[src/rtl/mdrop_rx9_pkg.sv]
package mdrop_rx9_pkg;
    localparam int DATA_W = 8;

    typedef enum logic [1:0] {
        ST_IDLE  = 2'd0,
        ST_START = 2'd1,
        ST_BITS  = 2'd2,
        ST_STOP  = 2'd3
    } rx_state_e;

    typedef struct packed {
        logic [DATA_W-1:0] data;
        logic              bit9;
        logic              ferr;
    } rx_frame_t;
endpackage

[src/rtl/mdrop_rx9_sync.sv]
module mdrop_rx9_sync #(
    parameter int STAGES = 2
) (
    input  logic clk,
    input  logic rst_n,
    input  logic din,
    output logic dout
);
    logic [STAGES-1:0] chain_q;

    genvar g;
    generate
        for (g = 0; g < STAGES; g++) begin : g_stage
            if (g == 0) begin : g_first
                always_ff @(posedge clk or negedge rst_n) begin
                    if (!rst_n) chain_q[0] <= 1'b1;
                    else        chain_q[0] <= din;
                end
            end else begin : g_next
                always_ff @(posedge clk or negedge rst_n) begin
                    if (!rst_n) chain_q[g] <= 1'b1;
                    else        chain_q[g] <= chain_q[g-1];
                end
            end
        end
    endgenerate

    assign dout = chain_q[STAGES-1];
endmodule

[src/rtl/mdrop_rx9_frame.sv]
module mdrop_rx9_frame
    import mdrop_rx9_pkg::*;
#(
    parameter int OSR = 16
) (
    input  logic      clk,
    input  logic      rst_n,
    input  logic      active,
    input  logic      tick,
    input  logic      line,
    input  logic      nine_bit,
    output logic      done,
    output rx_frame_t frame
);
    localparam int CW   = $clog2(OSR);
    localparam int IW   = $clog2(DATA_W + 1);
    localparam int SHW  = DATA_W + 1;
    localparam logic [CW-1:0] SP0  = CW'(OSR/2 - 2);
    localparam logic [CW-1:0] SP1  = CW'(OSR/2 - 1);
    localparam logic [CW-1:0] SP2  = CW'(OSR/2);
    localparam logic [CW-1:0] LAST = CW'(OSR - 1);

    typedef struct packed {
        rx_state_e      st;
        logic [CW-1:0]  cnt;
        logic [IW-1:0]  idx;
        logic [SHW-1:0] sh;
        logic           s0;
        logic           s1;
        logic           done;
        logic           ferr;
    } fr_regs_t;

    fr_regs_t q, d;
    logic          vote;
    logic [IW-1:0] last_idx;

    assign vote     = (q.s0 & q.s1) | (q.s0 & line) | (q.s1 & line);
    assign last_idx = nine_bit ? IW'(DATA_W) : IW'(DATA_W - 1);

    always_comb begin
        d      = q;
        d.done = 1'b0;
        if (!active) begin
            d.st  = ST_IDLE;
            d.cnt = '0;
            d.idx = '0;
        end else if (tick) begin
            case (q.st)
                ST_IDLE: begin
                    if (!line) begin
                        d.st  = ST_START;
                        d.cnt = '0;
                    end
                end
                ST_START: begin
                    if (q.cnt == SP1 && line) begin
                        d.st  = ST_IDLE;
                        d.cnt = '0;
                    end else if (q.cnt == LAST) begin
                        d.st  = ST_BITS;
                        d.cnt = '0;
                        d.idx = '0;
                    end else begin
                        d.cnt = q.cnt + 1'b1;
                    end
                end
                ST_BITS: begin
                    if (q.cnt == SP0) d.s0 = line;
                    if (q.cnt == SP1) d.s1 = line;
                    if (q.cnt == SP2) d.sh = {vote, q.sh[SHW-1:1]};
                    if (q.cnt == LAST) begin
                        d.cnt = '0;
                        if (q.idx == last_idx) begin
                            d.st  = ST_STOP;
                            d.idx = '0;
                        end else begin
                            d.idx = q.idx + 1'b1;
                        end
                    end else begin
                        d.cnt = q.cnt + 1'b1;
                    end
                end
                ST_STOP: begin
                    if (q.cnt == SP0) d.s0 = line;
                    if (q.cnt == SP1) d.s1 = line;
                    if (q.cnt == SP2) begin
                        d.done = 1'b1;
                        d.ferr = ~vote;
                        d.st   = ST_IDLE;
                        d.cnt  = '0;
                    end else begin
                        d.cnt = q.cnt + 1'b1;
                    end
                end
                default: d.st = ST_IDLE;
            endcase
        end
    end

    always_ff @(posedge clk or negedge rst_n) begin
        if (!rst_n) begin
            q.st   <= ST_IDLE;
            q.cnt  <= '0;
            q.idx  <= '0;
            q.sh   <= '0;
            q.s0   <= 1'b1;
            q.s1   <= 1'b1;
            q.done <= 1'b0;
            q.ferr <= 1'b0;
        end else begin
            q <= d;
        end
    end

    assign done       = q.done;
    assign frame.data = nine_bit ? q.sh[DATA_W-1:0] : q.sh[SHW-1:1];
    assign frame.bit9 = nine_bit ? q.sh[SHW-1] : 1'b0;
    assign frame.ferr = q.ferr;

    // receiver is held idle while not enabled
    a_r8_idle_when_off: assert property (@(posedge clk) disable iff (!rst_n)
        !active |=> (q.st == ST_IDLE && !q.done));

    // a start bit seen high at mid-bit returns to idle
    a_r13_false_start: assert property (@(posedge clk) disable iff (!rst_n)
        (active && tick && q.st == ST_START && q.cnt == SP1 && line) |=> q.st == ST_IDLE);
endmodule

[src/rtl/mdrop_rx9_accept.sv]
module mdrop_rx9_accept
    import mdrop_rx9_pkg::*;
(
    input  logic      clk,
    input  logic      rst_n,
    input  logic      done,
    input  rx_frame_t frame,
    input  logic      nine_bit,
    input  logic      addr_filt,
    input  logic      rx_en,
    input  logic      rd,
    output rx_frame_t held,
    output logic      full,
    output logic      ovr
);
    typedef struct packed {
        rx_frame_t buf_f;
        logic      full;
        logic      ovr;
    } acc_regs_t;

    acc_regs_t q, d;
    logic      keep;
    logic      take;
    logic      room;

    assign keep = ~(nine_bit & addr_filt & ~frame.bit9);
    assign take = done & keep;
    assign room = ~q.full | rd;

    always_comb begin
        d = q;
        if (rd) d.full = 1'b0;
        if (take) begin
            if (room) begin
                d.buf_f = frame;
                d.full  = 1'b1;
            end else begin
                d.ovr = 1'b1;
            end
        end
        if (!rx_en) d.ovr = 1'b0;
    end

    always_ff @(posedge clk or negedge rst_n) begin
        if (!rst_n) begin
            q.buf_f <= '0;
            q.full  <= 1'b0;
            q.ovr   <= 1'b0;
        end else begin
            q <= d;
        end
    end

    assign held = q.buf_f;
    assign full = q.full;
    assign ovr  = q.ovr;

    // a filtered frame leaves buffer and error state untouched
    a_r3_filtered_dropped: assert property (@(posedge clk) disable iff (!rst_n)
        (done && nine_bit && addr_filt && !frame.bit9 && !rd && rx_en)
        |=> ($stable(q.full) && $stable(q.buf_f) && $stable(q.ovr)));

    // an accepted frame on a full buffer is lost and flags overrun
    a_r6_overrun_keeps: assert property (@(posedge clk) disable iff (!rst_n)
        (take && q.full && !rd && rx_en) |=> (q.ovr && $stable(q.buf_f)));

    // a read with nothing arriving empties the buffer
    a_r11_read_clears: assert property (@(posedge clk) disable iff (!rst_n)
        (rd && !take) |=> !q.full);

    // overrun is cleared while receive is disabled
    a_r7_ovr_clear: assert property (@(posedge clk) disable iff (!rst_n)
        !rx_en |=> !q.ovr);
endmodule

[src/rtl/mdrop_rx9.sv]
module mdrop_rx9
    import mdrop_rx9_pkg::*;
#(
    parameter int OSR        = 16,
    parameter int SYNC_DEPTH = 2
) (
    input  logic              clk,
    input  logic              rst_n,
    input  logic              rx_line,
    input  logic              os_tick,
    input  logic              port_en,
    input  logic              sync_mode,
    input  logic              rx_en,
    input  logic              nine_bit,
    input  logic              addr_filt,
    input  logic              rd_buf,
    output logic [DATA_W-1:0] rx_data,
    output logic              rx_bit9,
    output logic              rx_ferr,
    output logic              rx_irq,
    output logic              rx_ovr
);
    logic      line_s;
    logic      active;
    logic      f_done;
    rx_frame_t f_frame;
    rx_frame_t held;

    assign active = port_en & ~sync_mode & rx_en;

    mdrop_rx9_sync #(.STAGES(SYNC_DEPTH)) u_sync (
        .clk   (clk),
        .rst_n (rst_n),
        .din   (rx_line),
        .dout  (line_s)
    );

    mdrop_rx9_frame #(.OSR(OSR)) u_frame (
        .clk      (clk),
        .rst_n    (rst_n),
        .active   (active),
        .tick     (os_tick),
        .line     (line_s),
        .nine_bit (nine_bit),
        .done     (f_done),
        .frame    (f_frame)
    );

    mdrop_rx9_accept u_accept (
        .clk       (clk),
        .rst_n     (rst_n),
        .done      (f_done),
        .frame     (f_frame),
        .nine_bit  (nine_bit),
        .addr_filt (addr_filt),
        .rx_en     (rx_en),
        .rd        (rd_buf),
        .held      (held),
        .full      (rx_irq),
        .ovr       (rx_ovr)
    );

    assign rx_data = held.data;
    assign rx_bit9 = held.bit9;
    assign rx_ferr = held.ferr;

    // no interrupt or overrun in the first cycle after reset
    a_r1_reset_quiet: assert property (@(posedge clk) disable iff (!rst_n)
        $rose(rst_n) |-> (!rx_irq && !rx_ovr));
endmodule

[config.mk]
export PLATFORM = sky130hd
export DESIGN_NAME = mdrop_rx9
export DESIGN_NICKNAME = d
export VERILOG_FILES = /design/src/rtl/mdrop_rx9_pkg.sv /design/src/rtl/mdrop_rx9_sync.sv /design/src/rtl/mdrop_rx9_frame.sv /design/src/rtl/mdrop_rx9_accept.sv /design/src/rtl/mdrop_rx9.sv
export SDC_FILE = /design/constraint.sdc
export NUM_CORES = 1
export LEC_CHECK = 0
export BUFFER_PORTS_ARGS = -buffer_cell sky130_fd_sc_hd__buf_4
export CORE_MARGIN = 8
export CORE_UTILIZATION = 41
export DETAILED_ROUTE_END_ITERATION = 8
export SYNTH_ARGS = -nofsm -noshare
export SYNTH_HDL_FRONTEND = slang
export SYNTH_HIERARCHICAL = 1
export SYNTH_SLANG_ARGS = --single-unit
[constraint.sdc]
create_clock -name clk -period 3.6 [get_ports clk]
set_clock_uncertainty 0.1 [all_clocks]
set_input_delay 0.54 -clock clk [delete_from_list [all_inputs] [get_ports clk]]
set_output_delay 0.54 -clock clk [all_outputs]
set_load 0.02 [all_outputs]
### Yosys cells after proc, flatten, opt, wreduce, memory -nomap -nowiden

Index checks and enable logic that the tools add are counted.

* bitwise gates (word level): 16
* muxes and demuxes: 32
* reductions and logical operators: 12
* add/subtract/negate cells: 2
* equality and inequality tests: 19

Operator list (count)
* 2-to-1 mux 4 bit: 7
* case mux 6 bit (4 select lines): 1
* 2-to-1 mux 23 bit: 1
* inequality test 3 bit, second input constant: 7
* 2-to-1 mux 2 bit: 9
* 2-to-1 mux 9 bit: 2
* AND reduction 4 bit: 4
* 2-to-1 mux 6 bit: 2
* 2-to-1 mux 10 bit: 1
* adder 4 x 1 -> 4 bit, second input constant: 2
* bitwise AND 1 bit: 8
* equality test 4 x 3 -> 1 bit, second input constant: 2
* equality test 4 bit, second input constant: 2
* 2-to-1 mux 8 bit: 1
* case mux 4 bit (2 select lines): 1
* 2-to-1 mux 1 bit: 7
* AND reduction 2 bit: 3
* AND reduction 6 bit: 1
* inverter 1 bit: 5
* AND reduction 5 bit: 1
* equality test 2 bit, second input constant: 2
* equality test 4 bit: 1
* inequality test 2 bit, second input constant: 2
* inequality test 4 bit, second input constant: 1
* other kinds (6): 8

* input port bits: 10
* word-level logic and storage cells: 96
* register bits after elaboration: 37
* output and inout port bits: 12

### Longest topological paths before layout

Gate-level depths: netlist (run 1).

* word-level depth: 8
* depth in mapped cells: 7
* mapped depth without buffers: 6

### Hierarchy

The synthesis (run 1) kept the hierarchy.

By module, submodules not included
* mdrop_rx9_frame: instances 1, seq. area each 578.1 µm², area an instance 1371.3 µm², cells an instance 130
* mdrop_rx9_accept: instances 1, seq. area each 300.3 µm², area an instance 481.7 µm², cells an instance 30
* mdrop_rx9_sync: instances 1, seq. area each 52.6 µm², area an instance 52.6 µm², cells an instance 2
* mdrop_rx9: instances 1, seq. area each 0.0 µm², area an instance 8.8 µm², cells an instance 1

### Worst setup path before layout (run 1)

Ideal clock, no wire load.

* path kind: in2reg
* start point: in sync_mode
* end point: reg u_frame/q[10] in the netlist's numbering
* arrival time: 1821 ps
* buffers on the path: 2
* setup slack: 1554 ps
* data required time: 3375 ps
* stages: 7
* setup time: 125 ps
* cells stage by stage: and3b_1 clkbuf_8 nand3_1 nor2_1 and2_1 buf_4 mux2_2

* word-level cells in the longest chain between the ends: 4

Ends and longest elaborated chain
* start: declaration: line mdrop_rx9.sv:12 `input logic sync_mode,`
* inverter 1 bit: line mdrop_rx9.sv:29 `assign active = port_en & ~sync_mode & rx_en;`
* bitwise AND 1 bit (2 in a row): line mdrop_rx9.sv:29
* AND reduction 4 bit (no line)
* end: declaration: line mdrop_rx9_frame.sv:34 `fr_regs_t q, d;`

Every way passes these cells.
A chain may end at the register's enable or synchronous reset.

### Final worst setup path (run 1)

* start point: in sync_mode
* end point: reg u_frame/q[11] in the netlist's numbering

* word-level cells in the longest chain between the ends: 4

Ends and longest elaborated chain
* inverter 1 bit: line mdrop_rx9.sv:29
* bitwise AND 1 bit (2 in a row): line mdrop_rx9.sv:29
* via active: line mdrop_rx9.sv:24 `logic active;`
* AND reduction 4 bit (no line)

The timed path passes the listed nets, and every way through them passes these cells.

==> reports/metrics.cfg, run 1 <==
[outcome]
status = completed

[critical_path]
slowest_stage = and2_1
path_cells = buf_4 -> and3b_1 -> nand3_1 -> nor2_1 -> and2_1 -> mux2_2
setup.worst_path.start_class = input pin
path_class = in2reg
crit_path_end_kind = flip-flop
cp_slowest_stage_delay_ns = 0.42
cp_max_fo = 9
r2r-start = u_frame/q[22]
rrSetupSlack_ns = 1.54
worst_r2r_path_depth = 4
crit_arrival_ns = 2.27
r2r-end = u_frame/q[11]
required_ns = 3.67

[clock_tree]
clkSlewWorstSetupHoldPaths_ns = 0.08
cts_resized = 0
post_cts_buffers = 0
holdBufCountCts = 0
numCtsBuffers = 5
insertion_delay_ns = 0.29
cts_tree = yes
h-tree-depth = 2
cts_sinks = 37
clk_path_buf_depth = 2
cts-root-buf = clkbuf_8

[cells_and_area]
nNetsFinal = 198
fin_cells = 239
drive_above_1_share = 0.395
diodes = 0
syn2layout_area_growth_pct = 14.0

[floorplan]
rows = 25
fp.dieArea_sq_mm = 0.00711
pin_count = 22
fp.coreArea_sq_mm = 0.00460
dieWidth_um = 84.3
start_util = 0.416
die_height_um = 84.3

[routing]
vias = 1289
antenna_left = 0
drc = 0
firstDrtPassIters = 5
wl_per_cell_um = 14.8
routed_via_density = 5.39
drt_iter0_markers = 109
drt_wl_total_mm = 3.54

[grt]
overflow = 0
grt_usage = 0.105
antenna_found_initial = 0
first_global_vias = 1291
grt_pass1_wl_mm = 6.16
grt_max_degree = 38

[yosys]
synth_top_area_frac = 0.431
yosysMostFrequentCell = dfrtp_1
synth_fa_ha_area_frac = 0.0314
synth-main-ff-cell = dfrtp_1
postSynthCellCount = 163
synth_compound_area_frac = 0.0804
synth_top_family_by_area = multiplexers
synth_edf_count = 0
synthArstFlopShare = 1.00
synth-seq-cells = 37
yosys.area_share.simple = 0.171
postSynthNetCount = 177
ys_seq_area_frac = 0.486
synth_top_area_cell = dfrtp_1
ys_types = 46
netlist_top_cells_count = dfrtp_1, mux2_2, nand2_1
yosys_warnings = 6
synth_xor_area_frac = 0.00915
avgSynthCellArea_sq_um = 11.7
synthMuxAreaShare = 0.176
netlist_top_cells_area = dfrtp_1, mux2_2, dfstp_2
syn_area_sq_mm = 0.00191

[timing]
rsz0062_at_grt = false
max_slew_margin = 0.668
worstMarginPinSlew_ns = 0.496
fin_crit_sh = 0.613
fin_tns_setup_ns = 0
hold_violations = 0
final-max-slew-violation-count = 0
min_period_ns = 2.21
clock.fmax_mhz = 453
setup_viol = 0

[power_and_ir_drop]
power_leakage_nw = 1.04
ir_drop_mv = 0.184
p_per_area_mw_per_mm2 = 357

[place]
dp.cells = 231
hpwl_mm = 2.62
gp_congestion = 0.832
io_buffers = 21

[min_path]
hold_class = in2async

[run]
cap_viol_max_count = 0

## per-stage QoR
step                area, sq um  power, W  setup slack [ns]  utilization  hold slack [ns]
finish                     2180  0.000780              1.39        0.475            0.107
global route               2180  0.000812              1.26        0.475            0.147
CTS                        2180  0.000790              1.41        0.475            0.121
detailed placement         2080  0.000459              1.09        0.452            0.248
global placement           2080  0.000459              1.16        0.452            0.247
floorplan                  1910  0.000442              1.55            -            0.144
## worst max-delay path by stage
stage               from  cells past startpoint       endpoint  slack (ns)
6_report       sync_mode                      6  u_frame/q[11]        1.39
5_1_grt        sync_mode                      6   u_frame/q[7]        1.26
4_1_cts        sync_mode                      6  u_frame/q[10]        1.41
3_5_place_dp   sync_mode                      6  u_frame/q[10]        1.09
3_3_place_gp   sync_mode                      6  u_frame/q[10]        1.16
2_1_floorplan  sync_mode                      7  u_frame/q[10]        1.55
## layer usage
| metal | up-vias | track usage | share of wire |
|---|---|---|---|
| li1 | 629 | - | - |
| met1 | 626 | 0.129 | 0.44 |
| met2 | 29 | 0.171 | 0.50 |
| met3 | 5 | 0.0281 | 0.039 |
| met4 | 0 | 0.0370 | 0.013 |
| met5 | - | 0 | 0 |
## final cells by class
class / instances / area [sq um]
Multi-Input combinational cell: 112 / 895
Clock buffer: 7 / 96.3
Fill cell: 419 / 2420
Clock inverter: 1 / 8.76
Inverter: 7 / 26.3
Sequential cell: 37 / 931
Timing Repair Buffer: 21 / 158
Tap cell: 54 / 67.6
## layout by cell type (no fill, tap or decap), types with 2 or more instances in the layout
cell      instances
dfrtp_1          33
mux2_2           29
buf_4            21
nand2_1          16
clkbuf_8          7
inv_1             7
o21ai_0           7
nand3_1           6
ha_1              4
dfstp_2           4
o31ai_1           3
nor2_1            3
a21oi_1           3
and2_1            2
and3b_2           2
or2_2             2
nand3b_1          2
or4_1             2
o211ai_1          2
a31oi_1           2
nor3_1            2
xor2_1            2
a32o_1            2
## cell families (layout without fill, tap and decap cells)
group / after synthesis / count (layout)
compound gates: 23 / 23
xor+xnor: 2 / 2
fa+ha+maj: 5 / 5
buf+inv: 14 / 36
flops: 37 / 37
mux: 30 / 30
simple gates: 52 / 52
## report_power, final
group	internal, W	total, W	switching [W]
registers	0.000418	0.000420	0.00000217
clock network	0.000177	0.000330	0.000153
logic	0.0000119	0.0000305	0.0000186
total	0.000607	0.000780	0.000173
## critical path, delay by kind of cell
kind,cells,cell delay [ns]
buf+inv,1,0.10
mux,1,0.38
simple gates,4,1.24
## sequential cells by signal, summed over array words and instances (netlist names)
signal / cells
u_frame/q: 21
u_accept/held: 10
u_accept/full: 1
u_accept/ovr: 1
u_frame/done: 1
u_frame/frame: 1
u_sync/chain_q: 1
u_sync/dout: 1
Power figures use the tool's default switching activity.
==> inputs of run 2 (changes only) <==
Settings changed: ABC_AREA set to 1.
Clock period 3.6 ns to 2 ns, I/O delays scaled along.
==> reports/metrics.cfg, run 2 <==
[yosys]
synth-main-ff-cell = dfrtp_1
synth_top_area_cell = dfrtp_1
synth_fa_ha_area_frac = 0.0246  ; -0.00674
postSynthCellCount = 245  ; +50%
postSynthNetCount = 259  ; +46%
netlist_top_cells_count = nand2_1, dfrtp_1, inv_1
synth_edf_count = 0  ; unchanged
synth-seq-cells = 37  ; unchanged
synthMuxAreaShare = 0  ; -0.176
avgSynthCellArea_sq_um = 8.29  ; -29%
yosys.area_share.simple = 0.320  ; +0.149
synthArstFlopShare = 1.00  ; unchanged
yosys_warnings = 6  ; unchanged
synth_xor_area_frac = 0.0129  ; +0.00378
synth_top_area_frac = 0.406  ; -0.0250
synth_compound_area_frac = 0.0967  ; +0.0163
ys_types = 27  ; -41%
synth_top_family_by_area = simple AND/OR/NAND/NOR gates
netlist_top_cells_area = dfrtp_1, nand2_1, dfstp_2
yosysMostFrequentCell = nand2_1
syn_area_sq_mm = 0.00203  ; +6.1%
ys_seq_area_frac = 0.458  ; -0.0281

[grt]
grt_usage = 0.109  ; +0.00416
met3_usage = 0.0378  ; +0.00973
antenna_found_initial = 0  ; unchanged
grt_max_degree = 38  ; unchanged
overflow = 0  ; unchanged
grt_util_met1 = 0.134  ; +0.00493
busiest_layer = met2
first_global_vias = 1497  ; +16%
grt_pass1_wl_mm = 6.50  ; +5.5%
met2_usage = 0.168  ; -0.00325

[place]
dp.cells = 326  ; +41%
dpl_worst_slack_ns = 0.308  ; -0.787 ns
place_area_sq_mm = 0.00221  ; +6.5%
hpwl_mm = 2.68  ; +2.3%
gp_congestion = 0.843  ; +1.3%
io_buffers = 21  ; unchanged

[critical_path]
cp_common_cell = nand2_1
required_ns = 2.08  ; -1.59 ns
startpoint = u_frame/q[17]
cp_max_fo = 18  ; +9
cp_slowest_stage_delay_ns = 0.41  ; about the same
r2r-start = u_frame/q[17]
crit_arrival_ns = 1.69  ; -0.58 ns
path_class = reg2reg
setup.worst_path.start_class = flip-flop
crit_path_end_kind = flip-flop
path_cells = inv_1 -> ha_1 -> nand2_1 -> nor2_2 -> nand3_4 -> nand2_1 -> o21ai_2
slowest_stage = dfrtp_1

[timing]
hold_violations = 0  ; unchanged
final-max-slew-violation-count = 0  ; unchanged
clock.fmax_mhz = 620
fin_tns_setup_ns = 0  ; unchanged
fin_crit_sh = 0.806
max_slew_margin = 0.692  ; +0.0245
rsz0062_at_grt = false
finalWorstSetupSlack_ns = 0.388  ; -1.00 ns
min_period_ns = 1.61
setup_viol = 0  ; unchanged
worstMarginPinSlew_ns = 0.462  ; -0.0345 ns

[clock_tree]
h-tree-depth = 2  ; unchanged
clkSlewWorstSetupHoldPaths_ns = 0.08  ; about the same
clk_path_buf_depth = 2  ; unchanged
cts_tree = yes
cts_sinks = 37  ; unchanged
insertion_delay_ns = 0.29  ; about the same
cts_resized = 0  ; unchanged
holdBufCountCts = 1  ; +1
numCtsBuffers = 5  ; unchanged
cts-root-buf = clkbuf_8
post_cts_buffers = 0  ; unchanged

[power_and_ir_drop]
power_leakage_nw = 1.18  ; +14%
p_per_area_mw_per_mm2 = 639  ; +79%
power.total_w = 0.00150  ; +93%
p_int_w = 0.00118  ; +95%
power_switching_w = 0.000321  ; +85%
sw_frac_of_total = 0.214  ; -0.00877
ir_drop_mv = 0.485  ; +160%
pwr-share-seq = 0.502  ; -0.036
clockPowerShare = 0.450  ; +0.027
power_frac_comb = 0.048  ; +0.009

[routing]
routed_via_density = 4.66  ; -14%
wl_per_cell_um = 10.9  ; -26%
drc = 0  ; unchanged
vias = 1566  ; +21%
drt_iter0_markers = 79  ; -28%
drt_wl_total_mm = 3.67  ; +3.6%
antenna_left = 0  ; unchanged
firstDrtPassIters = 4  ; -1

[cells_and_area]
final_cell_mix = nand2_1, dfrtp_1, inv_1
fin_cells = 336  ; +41%
diodes = 0  ; unchanged
multi_input_area_sq_um = 922  ; +3.1%
nNetsFinal = 282  ; +42%
drive_above_1_share = 0.230  ; -0.164
regArea_sq_um = 931  ; unchanged
fin_area_sq_mm = 0.00235  ; +7.8%
nFillCells = 498  ; +19%
final_common_cell = nand2_1
largest_register_ffs = 21  ; unchanged
regMostFlops = u_frame/q
syn2layout_area_growth_pct = 15.8

[floorplan]
fp.dieArea_sq_mm = 0.00746  ; +5.0%
rows = 25  ; unchanged
fp.coreArea_sq_mm = 0.00475  ; +3.4%
pin_count = 22  ; unchanged
die_height_um = 86.4  ; +2.5%
dieWidth_um = 86.4  ; +2.5%
start_util = 0.427  ; +0.0110

[run]
cap_viol_max_count = 0  ; unchanged

[min_path]
worstHoldStart = rx_en
hold_class = in2reg

[outcome]
status = completed

run 2: cell count changes in the layout (fill, tap and decap cells not counted), moves of 8 or more:
cell / change
inv_1: +20
mux2_2: -29
nand2_1: +64
nand3_1: +8
nand4_1: +11
nor2_1: +9
o21ai_2: +9
run 2: final timing paths:
kind / slack, ns / to / cells past startpoint
setup / recovery: 0.39 / u_frame/q[5] / 7
hold / removal: 0.12 / u_accept/ovr / 3
setup reg to reg: 0.39 / u_frame/q[5] / 7
hold reg to reg: 0.26 / u_sync/dout / 0
max in group asynchronous: 1.04 / u_sync/chain_q[0] / 2
min in group asynchronous: 0.41 / u_accept/held[4] / 2
run 2: logic make-up after synthesis:
kind of cell    Yosys count
simple gates            133
xor+xnor                  3
buf+inv                  38
compound gates           30
flops                    37
fa+ha+maj                 4
run 2: layer usage:
layer,vias up,share of wire
li1,830,-
met1,709,0.48
met2,23,0.45
met3,4,0.051
met4,0,0.010
met5,-,0
run 2: cell type report:
cell class                 count  area share
multi-input combinational    170       0.392
clock buffer                   6      0.0351
timing repair buffer          23      0.0755
clock inverter                 2      0.0160
inverter                      31      0.0500
sequential                    37       0.396
tap                           67      0.0356
run 2: metrics by stage:
stage,hold WS (ns),util
after floorplan,-0.0956,-
after global placement,0.190,0.465
after detailed placement,0.193,0.465
after CTS,0.00874,0.493
after global routing,0.127,0.495
final,0.124,0.495
run 2: power groups by stage:
stage | Sequential (W) | Clock, W | Combinational, W
after global placement | 0.000769 | 0 | 0.0000713
after CTS | 0.000755 | 0.000699 | 0.0000732
after detailed placement | 0.000769 | 0 | 0.0000715
after global routing | 0.000755 | 0.000725 | 0.0000822
final | 0.000755 | 0.000676 | 0.0000726
after floorplan | 0.000769 | 0 | 0.0000367
run 2: worst max-delay path, delay by kind of cell, from the launching register on:
family | cells | cell delay [ns]
simple gates | 4 | 0.65
compound gates | 1 | 0.06
buf+inv | 1 | 0.11
flops | 1 | 0.41
fa+ha+maj | 1 | 0.16
==> inputs of run 3 (changes only) <==
Clock period 2 ns to 1.46 ns, I/O delays scaled along.
==> reports/metrics.cfg, run 3 (synthesis gave the netlist of run 2 again) <==
[routing]
firstDrtPassIters = 4  ; unchanged
drt_iter0_markers = 77  ; -2.5%
wl_per_cell_um = 11.7  ; +7.1%
drt_wl_total_mm = 4.18  ; +14%
routed_via_density = 4.75  ; +1.9%
vias = 1696  ; +8.3%
antenna_left = 0  ; unchanged
drc = 0  ; unchanged

[place]
hpwl_mm = 2.86  ; +6.7%
gp_congestion = 0.810  ; -4.0%
dpl_worst_slack_ns = -0.0802  ; -0.388 ns
io_buffers = 21  ; unchanged
dp.cells = 336  ; +3.1%

[critical_path]
crit_path_end_kind = flip-flop
setup.worst_path.start_class = flip-flop
crit_arrival_ns = 1.60  ; -0.09 ns
cp_max_fo = 3  ; -15
path_class = reg2reg
required_ns = 1.53  ; -0.55 ns

[cells_and_area]
final_common_cell = nand2_1
largest_register_ffs = 21  ; unchanged
fin_cells = 357  ; +6.3%
final_cell_mix = nand2_1, buf_4, dfrtp_1
drive_above_1_share = 0.334  ; +0.104
syn2layout_area_growth_pct = 26.8
regMostFlops = u_frame/q
diodes = 0  ; unchanged
nNetsFinal = 303  ; +7.4%

[outcome]
status = complete, but fails checks
failed_checks = setup timing

[timing]
clock.fmax_mhz = 657  ; +5.9%
hold_violations = 0  ; unchanged
worstMarginPinSlew_ns = 0.466  ; +0.00391 ns
whs_ns = 0.0451  ; -0.0785 ns
min_period_ns = 1.52  ; -0.0894 ns
fin_crit_sh = 1.04  ; +0.237
max_slew_margin = 0.690  ; -0.00261
final-max-slew-violation-count = 0  ; unchanged
setup_viol = 12  ; +12
rsz0062_at_grt = true
finalWorstSetupSlack_ns = -0.0627  ; -0.451 ns

[floorplan]
rows = 25  ; unchanged
pin_count = 22  ; unchanged
dieWidth_um = 86.4  ; unchanged
start_util = 0.427  ; unchanged
fp.coreArea_sq_mm = 0.00475  ; unchanged
die_height_um = 86.4  ; unchanged
fp.dieArea_sq_mm = 0.00746  ; unchanged

[clock_tree]
h-tree-depth = 2  ; unchanged
cts_tree = yes
clk_path_buf_depth = 2  ; unchanged
insertion_delay_ns = 0.29  ; about the same
cts-root-buf = clkbuf_8
cts_sinks = 37  ; unchanged
numCtsBuffers = 5  ; unchanged
clkSlewWorstSetupHoldPaths_ns = 0.07  ; about the same

[grt]
first_global_vias = 1582  ; +5.7%
grt_max_degree = 38  ; unchanged
overflow = 0  ; unchanged
grt_usage = 0.115  ; +0.00588
antenna_found_initial = 0  ; unchanged
grt_pass1_wl_mm = 6.96  ; +7.1%

[run]
cap_viol_max_count = 0  ; unchanged

[power_and_ir_drop]
power.total_w = 0.00185  ; +23%
p_per_area_mw_per_mm2 = 719  ; +12%
power_leakage_nw = 1.27  ; +7.7%
ir_drop_mv = 0.492  ; +1.3%

[min_path]
hold_class = in2reg

==> run 3: changes by cell type in the layout (fill, tap and decap cells not counted), moves of 4 or more <==
cell     delta
nand2_2     +6
nand2_1     -7
nand3_4     +4
buf_4      +17
==> run 3: final cells by class <==
| cell class | instances | area, sq um |
|---|---|---|
| clock buffer | 7 | 76.3 |
| clock inverter | 1 | 8.76 |
| fill | 471 | 2180 |
| inverter | 31 | 118 |
| multi-input combinational | 173 | 1040 |
| sequential | 37 | 932 |
| tap | 67 | 83.8 |
| timing repair buffer | 41 | 317 |
==> run 3: power by group <==
group | internal [W] | total (W) | switching, W
Clock | 0.000341 | 0.000703 | 0.000362
Combinational | 0.0000427 | 0.000114 | 0.0000715
Sequential | 0.00103 | 0.00103 | 0.00000394
==> run 3: stage by stage <==
stage / TNS (ns) / utilization / cell area, sq um
after detailed placement: -0.973 / 0.481 / 2290
after global routing: -1.98 / 0.542 / 2580
after floorplan: 0 / - / 2030
final: -0.213 / 0.542 / 2580
after CTS: -0.0894 / 0.524 / 2490
after global placement: -0.724 / 0.481 / 2290
==> run 3: layer usage <==
layer  share of wire  vias to the layer above  track usage
met5               0                        -            0
met2            0.48                       24        0.184
met4           0.012                        0       0.0407
met1            0.45                      784        0.134
li1                -                      882            -
met3           0.058                        6       0.0473
==> run 3: final timing paths <==
kind,startpoint,endpoint,slack (ns),cells after the start
worst max-delay path,u_frame/q[18],u_frame/q[19],-0.06,8
worst max register to register,u_frame/q[18],u_frame/q[19],-0.06,8
worst min register to register,u_sync/chain_q[0],u_sync/dout,0.26,0
min in group asynchronous,rst_n,u_accept/held[4],0.33,2
worst min-delay path,rx_en,u_accept/ovr,0.05,3
max in group asynchronous,rst_n,u_frame/q[19],0.57,2
==> run 3: repair_timing <==
item,in CTS,in global routing
endpoints found under the setup margin,17,21
resized for setup,13,12
cloned,1,2
buffers inserted,5,3
endpoints found under the hold margin,34,0
pin swaps,3,6
hold buffers,2,0
==> run 3: worst max-delay path, stage by stage, from the launching register on <==
cell,delay (ns)
dfrtp_1,0.42
inv_1,0.10
ha_2,0.17
nand2_2,0.08
nor2_4,0.13
buf_4,0.14
nand2_1,0.06
a31oi_1,0.14
a21oi_1,0.06
